`src/rtl/mdio_fm_pkg.sv`:
```
package mdio_fm_pkg;

   localparam int PHY_AW     = 5;
   localparam int REG_AW     = 5;
   localparam int DATA_W     = 16;
   localparam int HDR_BITS   = 16;
   localparam int FRAME_BITS = 32;
   localparam int READ_WIN   = 19;

   localparam logic [1:0] SYNC_PAD = 2'b11;
   localparam logic [1:0] SOF      = 2'b01;
   localparam logic [1:0] OPC_RD   = 2'b10;
   localparam logic [1:0] OPC_WR   = 2'b01;
   localparam logic [1:0] TA_WR    = 2'b10;

   typedef enum logic [1:0] {
      ST_IDLE,
      ST_PRE,
      ST_SEND,
      ST_LISTEN
   } seq_state_e;

   // Left-aligned frame image: reads use only the upper HDR_BITS.
   function automatic logic [FRAME_BITS-1:0] build_frame(
      input logic              wr,
      input logic [PHY_AW-1:0] phy,
      input logic [REG_AW-1:0] rga,
      input logic [DATA_W-1:0] wd);
      if (wr)
         build_frame = {SOF, OPC_WR, phy, rga, TA_WR, wd};
      else
         build_frame = {SYNC_PAD, SOF, OPC_RD, phy, rga, {DATA_W{1'b0}}};
   endfunction

endpackage

```
`src/rtl/mdio_fm_mdc.sv`:
```
module mdio_fm_mdc #(
   parameter int CLK_DIV = 20
) (
   input  logic clk,
   input  logic rst_n,
   input  logic run,
   output logic mdc,
   output logic rise_tick,
   output logic fall_tick
);

   localparam int HALF = CLK_DIV / 2;
   localparam int CW   = $clog2(CLK_DIV);

   logic [CW-1:0] cnt;

   assign rise_tick = run && (cnt == CW'(HALF - 1));
   assign fall_tick = run && (cnt == CW'(CLK_DIV - 1));

   always_ff @(posedge clk or negedge rst_n) begin
      if (!rst_n) begin
         cnt <= '0;
         mdc <= 1'b0;
      end else if (!run) begin
         cnt <= '0;
         mdc <= 1'b0;
      end else if (fall_tick) begin
         cnt <= '0;
         mdc <= 1'b0;
      end else begin
         cnt <= cnt + 1'b1;
         if (rise_tick)
            mdc <= 1'b1;
      end
   end

   AST_MDC_IDLE_LOW: assert property (@(posedge clk) disable iff (!rst_n)
      !run |-> !mdc);
   AST_MDC_HIGH_PHASE: assert property (@(posedge clk) disable iff (!rst_n)
      mdc |-> (cnt >= CW'(HALF)));
   AST_MDC_ROSE_AT_HALF: assert property (@(posedge clk) disable iff (!rst_n)
      $rose(mdc) |-> (cnt == CW'(HALF)));

endmodule

```
`src/rtl/mdio_fm_cap.sv`:
```
module mdio_fm_cap #(
   parameter int DATA_W = 16
) (
   input  logic              clk,
   input  logic              rst_n,
   input  logic              clear,
   input  logic              sample,
   input  logic              din,
   output logic [DATA_W-1:0] word
);

   // Only the newest DATA_W+1 samples matter: data plus the trailing idle bit.
   logic [DATA_W:0] sh;

   always_ff @(posedge clk or negedge rst_n) begin
      if (!rst_n)
         sh <= '0;
      else if (clear)
         sh <= '0;
      else if (sample)
         sh <= {sh[DATA_W-1:0], din};
   end

   assign word = sh[DATA_W:1];

   AST_CAP_TAKES_INPUT: assert property (@(posedge clk) disable iff (!rst_n)
      (sample && !clear) |=> (sh[0] == $past(din)));

endmodule

```
`src/rtl/mdio_fm_seq.sv`:
```
module mdio_fm_seq
   import mdio_fm_pkg::*;
#(
   parameter int PRE_LEN = 32,
   parameter int WR_TAIL = 2
) (
   input  logic              clk,
   input  logic              rst_n,
   input  logic              req_valid,
   input  logic              req_write,
   input  logic [PHY_AW-1:0] req_phy,
   input  logic [REG_AW-1:0] req_reg,
   input  logic [DATA_W-1:0] req_wdata,
   input  logic              pre_en,
   input  logic              fall_tick,
   output logic              accept,
   output logic              busy,
   output logic              drive_en,
   output logic              drive_bit,
   output logic              listen,
   output logic              rd_commit,
   output logic              done
);

   localparam int M1        = (PRE_LEN > FRAME_BITS) ? PRE_LEN : FRAME_BITS;
   localparam int M2        = (READ_WIN > WR_TAIL) ? READ_WIN : WR_TAIL;
   localparam int MAX_SLOTS = (M1 > M2) ? M1 : M2;
   localparam int CNT_W     = $clog2(MAX_SLOTS + 1);

   localparam logic [CNT_W-1:0] PRE_LAST  = CNT_W'(PRE_LEN - 1);
   localparam logic [CNT_W-1:0] RHDR_LAST = CNT_W'(HDR_BITS - 1);
   localparam logic [CNT_W-1:0] WFRM_LAST = CNT_W'(FRAME_BITS - 1);
   localparam logic [CNT_W-1:0] RWIN_LAST = CNT_W'(READ_WIN - 1);
   localparam logic [CNT_W-1:0] WTL_LAST  = CNT_W'(WR_TAIL - 1);

   seq_state_e             state;
   logic [CNT_W-1:0]       slot_left;
   logic [FRAME_BITS-1:0]  shreg;
   logic                   wr_q;
   logic                   last_slot;

   assign accept    = req_valid && (state == ST_IDLE);
   assign busy      = (state != ST_IDLE);
   assign last_slot = (slot_left == '0);
   assign drive_en  = (state == ST_PRE) || (state == ST_SEND);
   assign drive_bit = (state == ST_PRE) ? 1'b1 :
                      (state == ST_SEND) ? shreg[FRAME_BITS-1] : 1'b0;
   assign listen    = (state == ST_LISTEN) && !wr_q;
   assign rd_commit = listen && fall_tick && last_slot;

   always_ff @(posedge clk or negedge rst_n) begin
      if (!rst_n) begin
         state     <= ST_IDLE;
         slot_left <= '0;
         shreg     <= '0;
         wr_q      <= 1'b0;
         done      <= 1'b0;
      end else begin
         done <= 1'b0;
         unique case (state)
            ST_IDLE: begin
               if (req_valid) begin
                  wr_q  <= req_write;
                  shreg <= build_frame(req_write, req_phy, req_reg, req_wdata);
                  if (pre_en) begin
                     state     <= ST_PRE;
                     slot_left <= PRE_LAST;
                  end else begin
                     state     <= ST_SEND;
                     slot_left <= req_write ? WFRM_LAST : RHDR_LAST;
                  end
               end
            end
            ST_PRE: begin
               if (fall_tick) begin
                  if (last_slot) begin
                     state     <= ST_SEND;
                     slot_left <= wr_q ? WFRM_LAST : RHDR_LAST;
                  end else begin
                     slot_left <= slot_left - 1'b1;
                  end
               end
            end
            ST_SEND: begin
               if (fall_tick) begin
                  if (last_slot) begin
                     state     <= ST_LISTEN;
                     slot_left <= wr_q ? WTL_LAST : RWIN_LAST;
                  end else begin
                     slot_left <= slot_left - 1'b1;
                     shreg     <= {shreg[FRAME_BITS-2:0], 1'b0};
                  end
               end
            end
            ST_LISTEN: begin
               if (fall_tick) begin
                  if (last_slot) begin
                     state <= ST_IDLE;
                     done  <= 1'b1;
                  end else begin
                     slot_left <= slot_left - 1'b1;
                  end
               end
            end
            default: state <= ST_IDLE;
         endcase
      end
   end

   AST_DONE_SINGLE: assert property (@(posedge clk) disable iff (!rst_n)
      done |=> !done);
   AST_DONE_NOT_BUSY: assert property (@(posedge clk) disable iff (!rst_n)
      done |-> !busy);
   AST_BUSY_HOLDS_KIND: assert property (@(posedge clk) disable iff (!rst_n)
      (busy && $past(busy)) |-> $stable(wr_q));
   AST_ACCEPT_STARTS: assert property (@(posedge clk) disable iff (!rst_n)
      accept |=> busy);

endmodule

```
`src/rtl/mdio_frame_master.sv`:
```
module mdio_frame_master
   import mdio_fm_pkg::*;
#(
   parameter int CLK_DIV = 20,
   parameter int PRE_LEN = 32,
   parameter int WR_TAIL = 2
) (
   input  logic        clk,
   input  logic        rst_n,
   input  logic        req_valid,
   input  logic        req_write,
   input  logic [4:0]  req_phy,
   input  logic [4:0]  req_reg,
   input  logic [15:0] req_wdata,
   input  logic        pre_en,
   output logic        busy,
   output logic        done,
   output logic [15:0] rd_data,
   output logic        mdc,
   output logic        mdio_o,
   output logic        mdio_oe,
   input  logic        mdio_i
);

   generate
      if (CLK_DIV < 4 || (CLK_DIV % 2) != 0) begin : g_bad_div
         $error("CLK_DIV must be even and at least 4");
      end
      if (PRE_LEN < 1) begin : g_bad_pre
         $error("PRE_LEN must be at least 1");
      end
      if (WR_TAIL < 1) begin : g_bad_tail
         $error("WR_TAIL must be at least 1");
      end
   endgenerate

   logic              rise_tick;
   logic              fall_tick;
   logic              accept;
   logic              listen;
   logic              rd_commit;
   logic [DATA_W-1:0] cap_word;

   mdio_fm_seq #(
      .PRE_LEN (PRE_LEN),
      .WR_TAIL (WR_TAIL)
   ) u_seq (
      .clk       (clk),
      .rst_n     (rst_n),
      .req_valid (req_valid),
      .req_write (req_write),
      .req_phy   (req_phy),
      .req_reg   (req_reg),
      .req_wdata (req_wdata),
      .pre_en    (pre_en),
      .fall_tick (fall_tick),
      .accept    (accept),
      .busy      (busy),
      .drive_en  (mdio_oe),
      .drive_bit (mdio_o),
      .listen    (listen),
      .rd_commit (rd_commit),
      .done      (done)
   );

   mdio_fm_mdc #(
      .CLK_DIV (CLK_DIV)
   ) u_mdc (
      .clk       (clk),
      .rst_n     (rst_n),
      .run       (busy),
      .mdc       (mdc),
      .rise_tick (rise_tick),
      .fall_tick (fall_tick)
   );

   mdio_fm_cap #(
      .DATA_W (DATA_W)
   ) u_cap (
      .clk    (clk),
      .rst_n  (rst_n),
      .clear  (accept),
      .sample (rise_tick && listen),
      .din    (mdio_i),
      .word   (cap_word)
   );

   always_ff @(posedge clk or negedge rst_n) begin
      if (!rst_n)
         rd_data <= '0;
      else if (rd_commit)
         rd_data <= cap_word;
   end

   AST_LINE_STILL_HIGH: assert property (@(posedge clk) disable iff (!rst_n)
      (mdc && $past(mdc)) |-> ($stable(mdio_o) && $stable(mdio_oe)));
   AST_IDLE_NO_DRIVE: assert property (@(posedge clk) disable iff (!rst_n)
      !busy |-> !mdio_oe);
   AST_RELEASED_LOW: assert property (@(posedge clk) disable iff (!rst_n)
      !mdio_oe |-> !mdio_o);
   AST_RDATA_ON_DONE: assert property (@(posedge clk) disable iff (!rst_n)
      !$stable(rd_data) |-> done);

endmodule

```
`config.mk`:
```
export PLATFORM = sky130hd
export DESIGN_NAME = mdio_frame_master
export DESIGN_NICKNAME = d
export VERILOG_FILES = /design/src/rtl/mdio_fm_pkg.sv /design/src/rtl/mdio_fm_mdc.sv /design/src/rtl/mdio_fm_cap.sv /design/src/rtl/mdio_fm_seq.sv /design/src/rtl/mdio_frame_master.sv
export SDC_FILE = /design/constraint.sdc
export NUM_CORES = 1
export LEC_CHECK = 0
export ABC_AREA = 1
export BUFFER_PORTS_ARGS = -buffer_cell sky130_fd_sc_hd__buf_2
export CORE_UTILIZATION = 55
export DETAILED_ROUTE_END_ITERATION = 8
export PLACE_DENSITY = 0.78
export SKIP_LAST_GASP = 1
export SYNTH_ARGS = -nofsm -noshare
export SYNTH_HDL_FRONTEND = slang
export SYNTH_SLANG_ARGS = --single-unit
```
`constraint.sdc`:
```
create_clock -name clk -period 4.1 [get_ports clk]
set_clock_uncertainty 0.1 [all_clocks]
set_input_delay 0.41 -clock clk [delete_from_list [all_inputs] [get_ports clk]]
set_output_delay 0.41 -clock clk [all_outputs]
set_load 0.01 [all_outputs]
```
# ---- Yosys cells after proc, flatten, opt, wreduce, memory -nomap -nowiden
# Cells that the tools add are included.
dict set report totals {
  mem_bits_ro 0
  out_inout_bits 21
  word_cells 82
  reg_bits 81
  input_bits 32
  ram_bits 0
  n_memories 0
  latch_bits 0
}
dict set report op_classes {
  multipliers 0
  n_reduce_logical 18
  div_mod_pow 0
  n_shift 0
  order_cmp 0
  n_eq_ne 15
  addsub 2
  muxes 38
  bitwise_logic 0
}
# cell count
set op_table {}
lappend op_table {{$mux 32} 4}
lappend op_table {{$pmux 32 s2} 1}
lappend op_table {{$mux 6} 8}
lappend op_table {{$mux 17} 2}
lappend op_table {{$mux 5} 5}
lappend op_table {{$pmux 6 s4} 1}
lappend op_table {{$mux 2} 8}
lappend op_table {{$ne 2x1->1 const B} 6}
lappend op_table {{$mux 1} 8}
lappend op_table {{$pmux 2 s4} 1}
lappend op_table {{$logic_and 1x1->1} 7}
lappend op_table {{$reduce_and 7->1} 1}
lappend op_table {{$logic_not 6->1} 1}
lappend op_table {{$ne 2x2->1 const B} 3}
lappend op_table {{$reduce_bool 2->1} 3}
lappend op_table {{$sub 6x1->6 const B} 1}
lappend op_table {{$add 5x1->5 const B} 1}
lappend op_table {{$eq 5x4->1 const B} 1}
lappend op_table {{$eq 5x5->1 const B} 1}
lappend op_table {{$reduce_and 5->1} 1}
lappend op_table {{$eq 2x2->1 const B} 2}
lappend op_table {{$reduce_and 4->1} 1}
lappend op_table {{$ne 3x3->1 const B} 1}
lappend op_table {{$eq 2x1->1 const B} 1}
lappend op_table {{other kinds (4)} 4}

# ---- Depth between registers and ports, before layout
# Gate-level depths: netlist (run 1).
dict set report logic_depth {
  depth_word 5
  depth_mapped 10
  ltp_nobuf 10
}

# ---- Hierarchy
# From an unflattened synthesis (run 1), not the netlist that was laid out.
dict set report unflattened {
  hier_cells 490
  hier_area_um2 4257.8
}
# mod seq_area_each_um2 area_per_inst_um2 instances cells_per_inst
set by_module_without_submodules {}
lappend by_module_without_submodules {mdio_fm_seq 1051.0 2486.1 1 291}
lappend by_module_without_submodules {mdio_fm_cap 425.4 805.8 1 90}
lappend by_module_without_submodules {mdio_frame_master 400.4 651.9 1 70}
lappend by_module_without_submodules {mdio_fm_mdc 150.1 314.1 1 39}

# ---- Worst setup path after synthesis (run 1)
# No wires, ideal clock.
dict set report synth_path {
  path_type {reg2out}
  startpoint {reg u_seq.state[0]}
  endpoint {out mdio_o}
  required_ps 3590
  t_arrival_ps 1254
  stages_incl_launch_ff 7
  setup_slack_ps 2336
  path_buffers 2
  path_cell_list {dfrtp_1 inv_1 ha_1 buf_2 buf_2 nand2_1 nand2_1}
}
dict set report synth_via {
  elab_chain_len 3
  word_cells_on_any_way 4
  cone_classes {eq/ne: 2; mux: 2}
}
# element line_no
set synth_rtl {}
lappend synth_rtl {{from (decl)} mdio_fm_seq.sv:36} ;# seq_state_e state;
lappend synth_rtl {{from (signal assigned)} mdio_fm_seq.sv:53} ;# state <= ST_IDLE;
lappend synth_rtl {{from (signal assigned)} mdio_fm_seq.sv:66} ;# state <= ST_PRE;
lappend synth_rtl {{from (signal assigned)} mdio_fm_seq.sv:69} ;# state <= ST_SEND;
lappend synth_rtl {{$eq 2x2->1} mdio_fm_seq.sv:47} ;# (state == ST_SEND) ? shreg[FRAME_BITS-1] : 1'b0;
lappend synth_rtl {{$mux 1} mdio_fm_seq.sv:47}
lappend synth_rtl {{$mux 1 *} mdio_fm_seq.sv:46} ;# assign drive_bit = (state == ST_PRE) ? 1'b1 :
lappend synth_rtl {{to (decl)} mdio_frame_master.sv:20} ;# output logic mdio_o,
# Every way passes the cells marked *; elsewhere a longest branch is shown, timed or not.

# ---- Final worst setup path (run 1)
dict set report layout_path {
  startpoint {reg u_seq.state[0]}
  endpoint {reg u_seq.shreg[13]}
}
dict set report layout_via {
  elab_chain_len 4
  word_cells_on_any_way 10
  cone_classes {eq/ne: 4; mux: 1; reduce/logical: 5}
}
# element line_no
set layout_rtl {}
lappend layout_rtl {{$reduce_bool 2->1} mdio_fm_seq.sv:43} ;# assign busy = (state != ST_IDLE);
lappend layout_rtl {{$logic_and 1x1->1} mdio_fm_mdc.sv:18} ;# assign fall_tick = run && (cnt == CW'(CLK_DIV - 1));
lappend layout_rtl {{$ne 2x1->1 (no line)} -}
lappend layout_rtl {{$reduce_and 4->1 (no line)} -}
lappend layout_rtl {{to (signal assigned)} mdio_fm_seq.sv:64} ;# shreg <= build_frame(req_write, req_phy, req_reg, req_wdata);
lappend layout_rtl {{to (signal assigned)} mdio_fm_seq.sv:91} ;# shreg <= {shreg[FRAME_BITS-2:0], 1'b0};
lappend layout_rtl {{to (decl)} mdio_fm_seq.sv:38} ;# logic [FRAME_BITS-1:0] shreg;
# Several ways; a longest one is shown, not always the timed one.
# A chain may end at the register's enable or synchronous reset.

==> results.md, run 1 <==
* Setup tns final at 0 ns
* Vias at approximately 3200
* Slew at the pin closest to its max-slew limit at between 1 and 1.5 ns
* GRT Residual Overflow at 0
* Arrival time at the worst endpoint at 2.86 ns
* Pin count of the biggest net entering global routing at about 80
* Synth Register Bits at 81
* Die area at 0.00787 sq mm
* Maximum vdd drop at 198 uV
* CTS Buffer Depth at 2
* Area Overhead vs Synth at 10.6%
* Avg Inst Size Synth at 8.91 sq um
* DRC viols at 0
* Post-Place Worst Slack at 1.37 ns
* Post-CTS Resized at 0
* HP Class: in -> async
* WL per Instance at roughly 13 microns
* Share of cells above drive strength 1 at 25.9%
* PortBufs at 52
* 1st-iter DRT viols at a little under 200
* Top cell type by total area after synthesis: dfrtp_1
* Gpl congestion at 0.808
* Slowest stage delay, CP at ~0.57 ns
* Io pins at 53
* Pwr/cell area at roughly 320 mW/mm^2
* Post-DP HPWL at 5130 microns
* Reg2reg setup slack at 1.36 ns
* Chip Width at 88.7 microns
* Outcome: finished, final reports clean
* Top post-synthesis cells by area: dfrtp_1, nand2_1, inv_1
* Antenna fix cells at 0
* Site Rows at 31
* Clock Pin Slew Worst Setup and Hold Paths at 0.09 ns
* Synthesized Nets at 505
* GR Util All Layers at 21.9%
* Routed wire length at 7750 microns
* Initial Utilization at 57.0%
* Leak at 2.35 nW
* Crit-path cells: inv_1 > ha_1 > nand2_1 > o21ai_2 > nand3_4 > nor2_1 > a21oi_2
* Core ar. at roughly 0.0073 sq mm
* Slew HR at between 20% and 30%
* Vias in the first global route at about 2900
* H-tree levels at 3
* Initial antenna violation count at 0
* CTS tree: yes
* First-pass GRT wire length at roughly 13000 microns
* Synth top area share at roughly half
* Worst path buffer plus inverter count at 1
* Ys Warns at 0
* Critical path class: reg -> reg
* Ys async rst share at 100%
* Post-CTS Hold Buffers at 0
* Fin nets at 546
* Top delay family on crit path: simple AND/OR/NAND/NOR gates
* Util after Layout at a little over three fifths
* RSZ-0062 raised after global routing: false
* Vias/cell at 5.29
* Max-Cap Viols at 0
* Worst skew pair latency at 0.36 ns
* Post-route worst setup slack at 1.36 ns
* Slew Limit Fails at 0
* Crit share post-route at between 60% and 70%
* Min Tclk post-route at 2.74 ns
* Die Y at 88.7 microns
* CTS Buf Count at 9
* Fmax at 0.365 GHz
* Count leader, synth: dfrtp_1
* Mapped Area at 0.00413 sq mm
* Synthesized instance count at 464
* Main synth FF type: dfrtp_1
* Final hold vios at 0
* # Post-CTS Setup Buffers at 0
* CP Data Required Time at 4.22 ns
* Crit Path Max Fanout at 64
* Clk root buf: clkbuf_8
* Slowest cell on crit path: nand3_4
* Final Setup Violations at 0
* Synth top cells by count: dfrtp_1, nand2_1, inv_1
* Synth cell types at 37
* Crit path capture type: flop
* Sequential cell area fraction in the yosys report at 49.0%
* Pre-antenna DRT Iters at 6
* Post-synth EDFFs at 0
* Startpoint Class: flop
* CTS Sinks at 81
* Final ANT Viol Nets at 0
[logic make-up after synthesis]
group           share of synthesized area, %
flops                                   49.0
xor+xnor                                1.06
buf+inv                                 9.57
fa+ha+maj                               2.72
simple gates                            20.3
compound gates                          17.3
[flip-flops by register name (all words and copies together), names as in the netlist]
name             count
u_cap.sh            17
u_seq.state          2
u_mdc.cnt            5
u_seq.shreg         32
u_seq.wr_q           1
u_mdc.mdc            1
rd_data             16
u_seq.done           1
u_seq.slot_left      6
[worst paths after layout]
path                                     start            endpoint  cells after the start
worst min-delay path                     rst_n  u_seq.slot_left[2]                      1
worst max-delay path            u_seq.state[0]     u_seq.shreg[13]                      7
worst min register to register      rd_data[0]          rd_data[0]                      2
worst max register to register  u_seq.state[0]     u_seq.shreg[13]                      7
max in group asynchronous                rst_n     u_seq.shreg[10]                      1
min in group clk                        mdio_i         u_cap.sh[0]                      3
[per-layer routing]
layer | share of wire (%) | up-vias | GRT usage [%] | wire length (microns)
li1 | - | 1592 | - | -
met1 | 47 | 1529 | 30.1 | 3680
met2 | 46 | 82 | 33.9 | 3590
met3 | 4.0 | 17 | 4.10 | 311
met4 | 2.1 | 0 | 9.82 | 166
met5 | 0 | - | 0 | 0
[placed cells by master (no fill, tap or decap), types with 9 or more instances in the layout]
| cell type | instances |
|---|---|
| dfrtp_1 | 81 |
| nand2_1 | 61 |
| inv_1 | 57 |
| buf_2 | 51 |
| nor2_1 | 42 |
| nand3_1 | 41 |
| o21ai_1 | 30 |
| o21ai_0 | 24 |
| o21ai_2 | 18 |
| nand2_2 | 15 |
| a21oi_2 | 15 |
| a21oi_1 | 10 |
| ha_1 | 9 |
| clkbuf_8 | 9 |
[per-stage QoR]
step | instances | instance area (sq um) | hold WS, ns | power, mW
2_1_floorplan | 464 | 4130 | 0.0144 | 0.836
3_3_place_gp | 593 | 4360 | 0.360 | 0.871
3_5_place_dp | 593 | 4360 | 0.366 | 0.872
4_1_cts | 609 | 4570 | 0.158 | 1.48
5_1_grt | 609 | 4570 | 0.197 | 1.52
6_report | 609 | 4570 | 0.102 | 1.47
[where the power goes]
| part | switching (mW) | leakage [nW] | internal [mW] |
|---|---|---|---|
| sequential | 0.000244 | 1.03 | 0.799 |
| clock | 0.323 | 0.104 | 0.294 |
| combinational | 0.0357 | 1.22 | 0.0204 |
| total | 0.359 | 2.35 | 1.11 |
[layout make-up]
type	instances	area, sq um
Clock inverter	7	86.3
Tap cell	99	124
Timing Repair Buffer	53	270
Inverter	61	230
Multi-Input combinational cell	299	1710
Clock buffer	9	124
Fill cell	619	2680
Sequential cell	81	2030
Note: power is estimated with default switching activity, not from simulation.
==> run 2: changes to the inputs <==
--- a/config.mk
+++ b/config.mk
@@ -7,7 +7,7 @@
 export LEC_CHECK = 0
 export ABC_AREA = 1
 export BUFFER_PORTS_ARGS = -buffer_cell sky130_fd_sc_hd__buf_2
-export CORE_UTILIZATION = 55
+export CORE_UTILIZATION = 52
 export DETAILED_ROUTE_END_ITERATION = 8
 export PLACE_DENSITY = 0.78
 export SKIP_LAST_GASP = 1
==> constraint.sdc (replaced) <==
create_clock -name clk -period 2.2 [get_ports clk]
set_clock_uncertainty 0.1 [all_clocks]
set_input_delay 0.22 -clock clk [delete_from_list [all_inputs] [get_ports clk]]
set_output_delay 0.22 -clock clk [all_outputs]
set_load 0.01 [all_outputs]
==> run 2 against run 1 <==
Compared with the run above:
- sequential share of layout area decreased by 1.1 points
- combinational power rose by 100%
- clock power increased by 86%
- setup slack got worse by 1.2 ns
- core utilization down 2.1 points
- critical path type unchanged
- largest cell class unchanged
==> results.md, run 2 (synthesis gave the netlist of run 1 again) <==
* Die Y at 91.2 microns (+2.8%)
* Final hold vios at 0 (unchanged)
* Initial Utilization at 53.8% (-3.2 points)
* Biggest register: u_seq.shreg
* Gpl congestion at 0.905 (+12%)
* Setup tns final at 0 ns (unchanged)
* Most common cell after layout, fill and taps aside: dfrtp_1
* Vias/cell at 5.14 (-2.9%)
* Site Rows at 32 (+3.2%)
* Crit-path cells: inv_1 > ha_1 > inv_2 > nand4_2 > nand2_1 > nand3_4 > buf_4 > nor2_1 > a21oi_2
* Crit share post-route at 92.0% (+25 points)
* Routed wire length at 7820 microns (+0.90%)
* HP Class: in -> reg
* CTS Buffer Depth at 2 (unchanged)
* First-pass GRT wire length at 14100 microns (+6.2%)
* Clk root buf: clkbuf_8
* Slew HR at 58.7% (+37 points)
* Die area at 0.00831 sq mm (+5.6%)
* DRC viols at 0 (unchanged)
* Chip Width at 91.2 microns (+2.8%)
* WL per Instance at 12.5 microns (-1.4%)
* Min Tclk post-route at 2.02 ns (-0.717 ns)
* Slew Limit Fails at 0 (unchanged)
* Pin count of the biggest net entering global routing at 48 (-41%)
* RSZ-0062 raised after global routing: false
* Fin nets at 557 (+2.0%)
* Slew at the pin closest to its max-slew limit at 0.620 ns (-0.549 ns)
* Leak at 2.41 nW (+2.4%)
* Vias in the first global route at 3204 (+11%)
* CTS tree: yes
* Crit Path Max Fanout at 18 (-72%)
* PortBufs at 52 (unchanged)
* Maximum vdd drop at 412 uV (+110%)
* Crit path capture type: flop
* Post-DP HPWL at 5410 microns (+5.4%)
* Core ar. at 0.00769 sq mm (+6.0%)
* Commonest non-fill, non-tap cells in the layout: dfrtp_1, nand2_1, inv_1
* Arrival time at the worst endpoint at 2.17 ns (-0.69 ns)
* 1st-iter DRT viols at 148 (-26%)
* Io pins at 53 (unchanged)
* Worst skew pair latency at 0.36 ns (about the same)
* Area Overhead vs Synth at 13.4%
* Share of cells above drive strength 1 at 27.3% (+1.4 points)
* GR Util All Layers at 21.2% (-0.71 points)
* Clock Pin Slew Worst Setup and Hold Paths at 0.09 ns (about the same)
* Pre-antenna DRT Iters at 4 (-2)
* Max-Cap Viols at 0 (unchanged)
* H-tree levels at 3 (unchanged)
* Startpoint Class: flop
* Slowest stage delay, CP at 0.41 ns (-0.16 ns)
* Final Setup Violations at 0 (unchanged)
* Final ANT Viol Nets at 0 (unchanged)
* CTS Sinks at 81 (unchanged)
* CTS Buf Count at 9 (unchanged)
* Max reg flops at 32 (unchanged)
* Vias at 3200 (-0.62%)
* Slowest cell on crit path: dfrtp_1
* Outcome: finished, final reports clean
* Antenna fix cells at 0 (unchanged)
* CP Data Required Time at 2.35 ns (-1.87 ns)
* GRT Residual Overflow at 0 (unchanged)
* Critical path class: reg -> reg
* Pwr/cell area at 587 mW/mm^2 (+82%)
* Biggest regs: u_seq.shreg (32), u_cap.sh (17), rd_data (16)
* Fmax at 0.494 GHz (+35%)
* WHS at 0.0127 ns (-0.0889 ns)
* Initial antenna violation count at 0 (unchanged)
[run 2: changes by cell type in the layout (fill, tap and decap cells not counted), sizes merged]
cell,previous run,this run
dlygate4sd3,0,1
clkbuf,9,10
clkinv,3,1
clkinvlp,1,2
buf,53,63
[run 2: final cells by class]
cell class / instances / area [sq um]
Fill cell: 704 / 3000
Sequential cell: 81 / 2030
Multi-Input combinational cell: 299 / 1710
Clock inverter: 6 / 71.3
Inverter: 61 / 230
Clock buffer: 10 / 138
Tap cell: 102 / 128
Timing Repair Buffer: 64 / 380
[run 2: worst max-delay path, delay by kind of cell, from the launching register on]
family | cells | cell delay [ns]
buffers and inverters | 3 | 0.46
adder cells (fa/ha/maj) | 1 | 0.27
flip-flops | 1 | 0.41
AO/OA/AOI/OAI | 1 | 0.04
AND/OR/NAND/NOR | 4 | 0.62
[run 2: layer usage]
layer	vias to the layer above	GRT usage, %	part of all wire, %
met3	5	5.70	4.2
met4	0	6.08	1.1
met1	1508	26.5	46
met2	74	36.0	49
met5	-	0	0
li1	1613	-	-
[run 2: repair_timing]
action	4_1_cts	5_1_grt
hold endpoints to repair	46	0
setup endpoints to repair	0	0
hold buffers	1	0
resized for setup	0	0
setup buffers	0	0
[run 2: per-stage QoR]
step | power, mW | instance area (sq um) | std cells | setup WS, ns | utilization (%)
2_1_floorplan | 1.56 | 4130 | 464 | 0.461 | -
3_3_place_gp | 1.63 | 4470 | 606 | 0.292 | 58.1
3_5_place_dp | 1.63 | 4470 | 606 | 0.211 | 58.1
4_1_cts | 2.78 | 4680 | 623 | 0.164 | 60.9
5_1_grt | 2.86 | 4680 | 623 | 0.0174 | 60.9
6_report | 2.75 | 4680 | 623 | 0.176 | 60.9
[run 2: where the power goes]
part	switching, mW	leakage, nW	total [mW]	internal (mW)
logic	0.0676	1.28	0.113	0.0451
registers	0.000537	1.03	1.49	1.49
clock network	0.580	0.0999	1.15	0.567
total	0.648	2.41	2.75	2.10
[run 2: worst paths after layout]
path,startpoint,to,slack [ns],cells after the start
max,u_seq.state[0],u_seq.shreg[7],0.18,9
min,mdio_i,u_cap.sh[0],0.01,3
max reg2reg,u_seq.state[0],u_seq.shreg[7],0.18,9
min reg2reg,rd_data[3],rd_data[3],0.38,2
max in group asynchronous,rst_n,u_seq.done,1.08,3
min in group asynchronous,rst_n,rd_data[9],0.32,2
==> run 3: changes to the inputs <==
--- a/config.mk
+++ b/config.mk
@@ -6,10 +6,12 @@
 export NUM_CORES = 1
 export LEC_CHECK = 0
 export ABC_AREA = 1
-export BUFFER_PORTS_ARGS = -buffer_cell sky130_fd_sc_hd__buf_2
-export CORE_UTILIZATION = 52
+export CORE_ASPECT_RATIO = 1.4
+export CORE_UTILIZATION = 55
 export DETAILED_ROUTE_END_ITERATION = 8
-export PLACE_DENSITY = 0.78
+export DONT_BUFFER_PORTS = 1
+export HOLD_SLACK_MARGIN = 0.12
+export PLACE_DENSITY = 0.75
 export SKIP_LAST_GASP = 1
 export SYNTH_ARGS = -nofsm -noshare
 export SYNTH_HDL_FRONTEND = slang
==> run 3 against run 2 <==
Compared with the run above:
- non-clock buffer count fell by 25
- core utilization rose by 4.1 points
- die area fell by 5.3%
- sequential power barely moved
- critical path depth fell by 4
- final area rose by 1.6%
- wire length rose by 6.1%
- highest routed layer unchanged
==> results.md, run 3 (synthesis gave the netlist of run 1 again) <==
* Site Rows at 37 (+16%)
* Most common cell after layout, fill and taps aside: dfrtp_1
* Routed wire length at 8300 microns (+6.1%)
* GRT Residual Overflow at 0 (unchanged)
* First-pass GRT wire length at 14300 microns (+1.2%)
* Maximum vdd drop at 529 uV (+28%)
* Pre-antenna DRT Iters at 7 (+3)
* Most used cell, CP: nand2_1
* Worst path buffer plus inverter count at 2 (-1)
* Area Overhead vs Synth at 15.2%
* Die Y at 105 microns (+15%)
* CTS Sinks at 81 (unchanged)
* Outcome: finished, final reports clean
* Startpoint Class: flop
* Biggest register: u_seq.shreg
* CTS Buf Count at 9 (unchanged)
* Crit Path Max Fanout at 16 (-2)
* WL per Instance at 14.0 microns (+12%)
* Clk root buf: clkbuf_8
* Final hold vios at 0 (unchanged)
* CTS tree: yes
* Clock Pin Slew Worst Setup and Hold Paths at 0.09 ns (about the same)
* Pwr/cell area at 628 mW/mm^2 (+7.1%)
* Crit path capture type: primary output
* DRC viols at 0 (unchanged)
* Storage cell area at 0.00203 sq mm (unchanged)
* Initial antenna violation count at 0 (unchanged)
* Die area at 0.00787 sq mm (-5.3%)
* Io pins at 53 (unchanged)
* # Post-CTS Setup Buffers at 0 (unchanged)
* Initial Utilization at 56.5% (+2.7 points)
* Vias at 3185 (-0.47%)
* H-tree levels at 3 (unchanged)
* Setup tns final at 0 ns (unchanged)
* Gpl congestion at 0.914 (+1.0%)
* Fillers at 648 (-8.0%)
* Min Tclk post-route at 2.07 ns (+0.0477 ns)
* Slowest cell on crit path: dfrtp_1
* Post-CTS Hold Buffers at 31 (+30)
* CP Data Required Time at 1.88 ns (-0.47 ns)
* Chip Width at 75.3 microns (-17%)
* Max-Cap Viols at 0 (unchanged)
* Commonest non-fill, non-tap cells in the layout: dfrtp_1, nand2_1, inv_1
* Share of cells above drive strength 1 at 17.3% (-9.9 points)
* Slowest stage delay, CP at 0.42 ns (about the same)
* Multi-input gate area at 0.00171 sq mm (unchanged)
* Fin nets at 532 (-4.5%)
* CTS Buffer Depth at 2 (unchanged)
* Max reg flops at 32 (unchanged)
* Arrival time at the worst endpoint at 1.75 ns (-0.42 ns)
* Placed cell areas at 0.00416 sq mm (-6.9%)
* Pin count of the biggest net entering global routing at 82 (+71%)
* Slew at the pin closest to its max-slew limit at 0.786 ns (+0.166 ns)
* HP Class: in -> reg
* Final ANT Viol Nets at 0 (unchanged)
* Post-CTS Resized at 0 (unchanged)
* Vias in the first global route at 3068 (-4.2%)
* Antenna fix cells at 0 (unchanged)
* Crit share post-route at 94.2% (+2.2 points)
* Final Setup Violations at 0 (unchanged)
* Critical path class: reg -> out
* Vias/cell at 5.37 (+4.6%)
* Core ar. at 0.00731 sq mm (-4.9%)
* GR Util All Layers at 23.5% (+2.3 points)
* 1st-iter DRT viols at 231 (+56%)
* Fmax at 0.483 GHz (-2.3%)
* Top delay family on crit path: flip-flops
* Leak at 2.32 nW (-3.7%)
* Worst skew pair latency at 0.36 ns (about the same)
* Post-DP HPWL at 5170 microns (-4.4%)
* Biggest regs: u_seq.shreg (32), u_cap.sh (17), rd_data (16)
* PortBufs at 0 (-100%)
* Slew Limit Fails at 0 (unchanged)
* Post-route cell area at 0.00476 sq mm (+1.6%)
* Crit-path cells: inv_1 > ha_1 > buf_4 > nand2_1 > nand2_1
* Slew HR at 47.5% (-11 points)
* RSZ-0062 raised after global routing: false
==> run 3: area by class of cell <==
cell class | instances | area share [%]
sequential | 81 | 42.6
clock buffer | 9 | 2.60
clock inverter | 7 | 2.73
multi-input combinational | 299 | 35.9
inverter | 61 | 4.84
timing repair buffer | 39 | 8.78
tap | 97 | 2.55
==> run 3: worst paths after layout <==
path | startpoint | to | slack, ns | cells after the start
worst max-delay path | u_seq.state[0] | mdio_o | 0.13 | 5
worst min-delay path | req_write | u_seq.shreg[20] | 0.27 | 4
worst max register to register | u_seq.state[0] | rd_data[0] | 0.19 | 8
worst min register to register | u_seq.shreg[30] | u_seq.shreg[30] | 0.40 | 2
max in group asynchronous | rst_n | u_seq.state[1] | 1.34 | 2
min in group asynchronous | rst_n | rd_data[9] | 0.32 | 2
==> run 3: power breakdown <==
part | switching (mW) | internal (mW) | total [mW]
logic | 0.0693 | 0.0614 | 0.131
clock network | 0.594 | 0.778 | 1.37
registers | 0.000457 | 1.49 | 1.49
==> run 3: metal layers <==
layer / up-vias / track usage (%) / routed length, microns
met5: - / 0 / 0
met4: 0 / 8.07 / 106
met3: 7 / 5.21 / 337
met2: 69 / 39.1 / 4390
met1: 1547 / 29.8 / 3460
li1: 1562 / - / -
==> run 3: worst min-delay path, delay by kind of cell <==
kind             cells  cell delay, ns
AND/OR/NAND/NOR      2            0.31
AO/OA/AOI/OAI        2            0.15
==> run 3: per-stage QoR <==
stage / instances / setup slack (ns) / hold slack [ns] / utilization [%] / total power, mW
after floorplan: 464 / 0.461 / -0.176 / - / 1.56
after global placement: 544 / 0.220 / -0.172 / 56.9 / 1.56
after detailed placement: 544 / 0.193 / -0.172 / 56.9 / 1.56
after CTS: 591 / 0.114 / -0.576 / 64.6 / 2.99
after global routing: 593 / 0.00591 / 0.301 / 65.1 / 3.11
final: 593 / 0.128 / 0.265 / 65.1 / 2.99
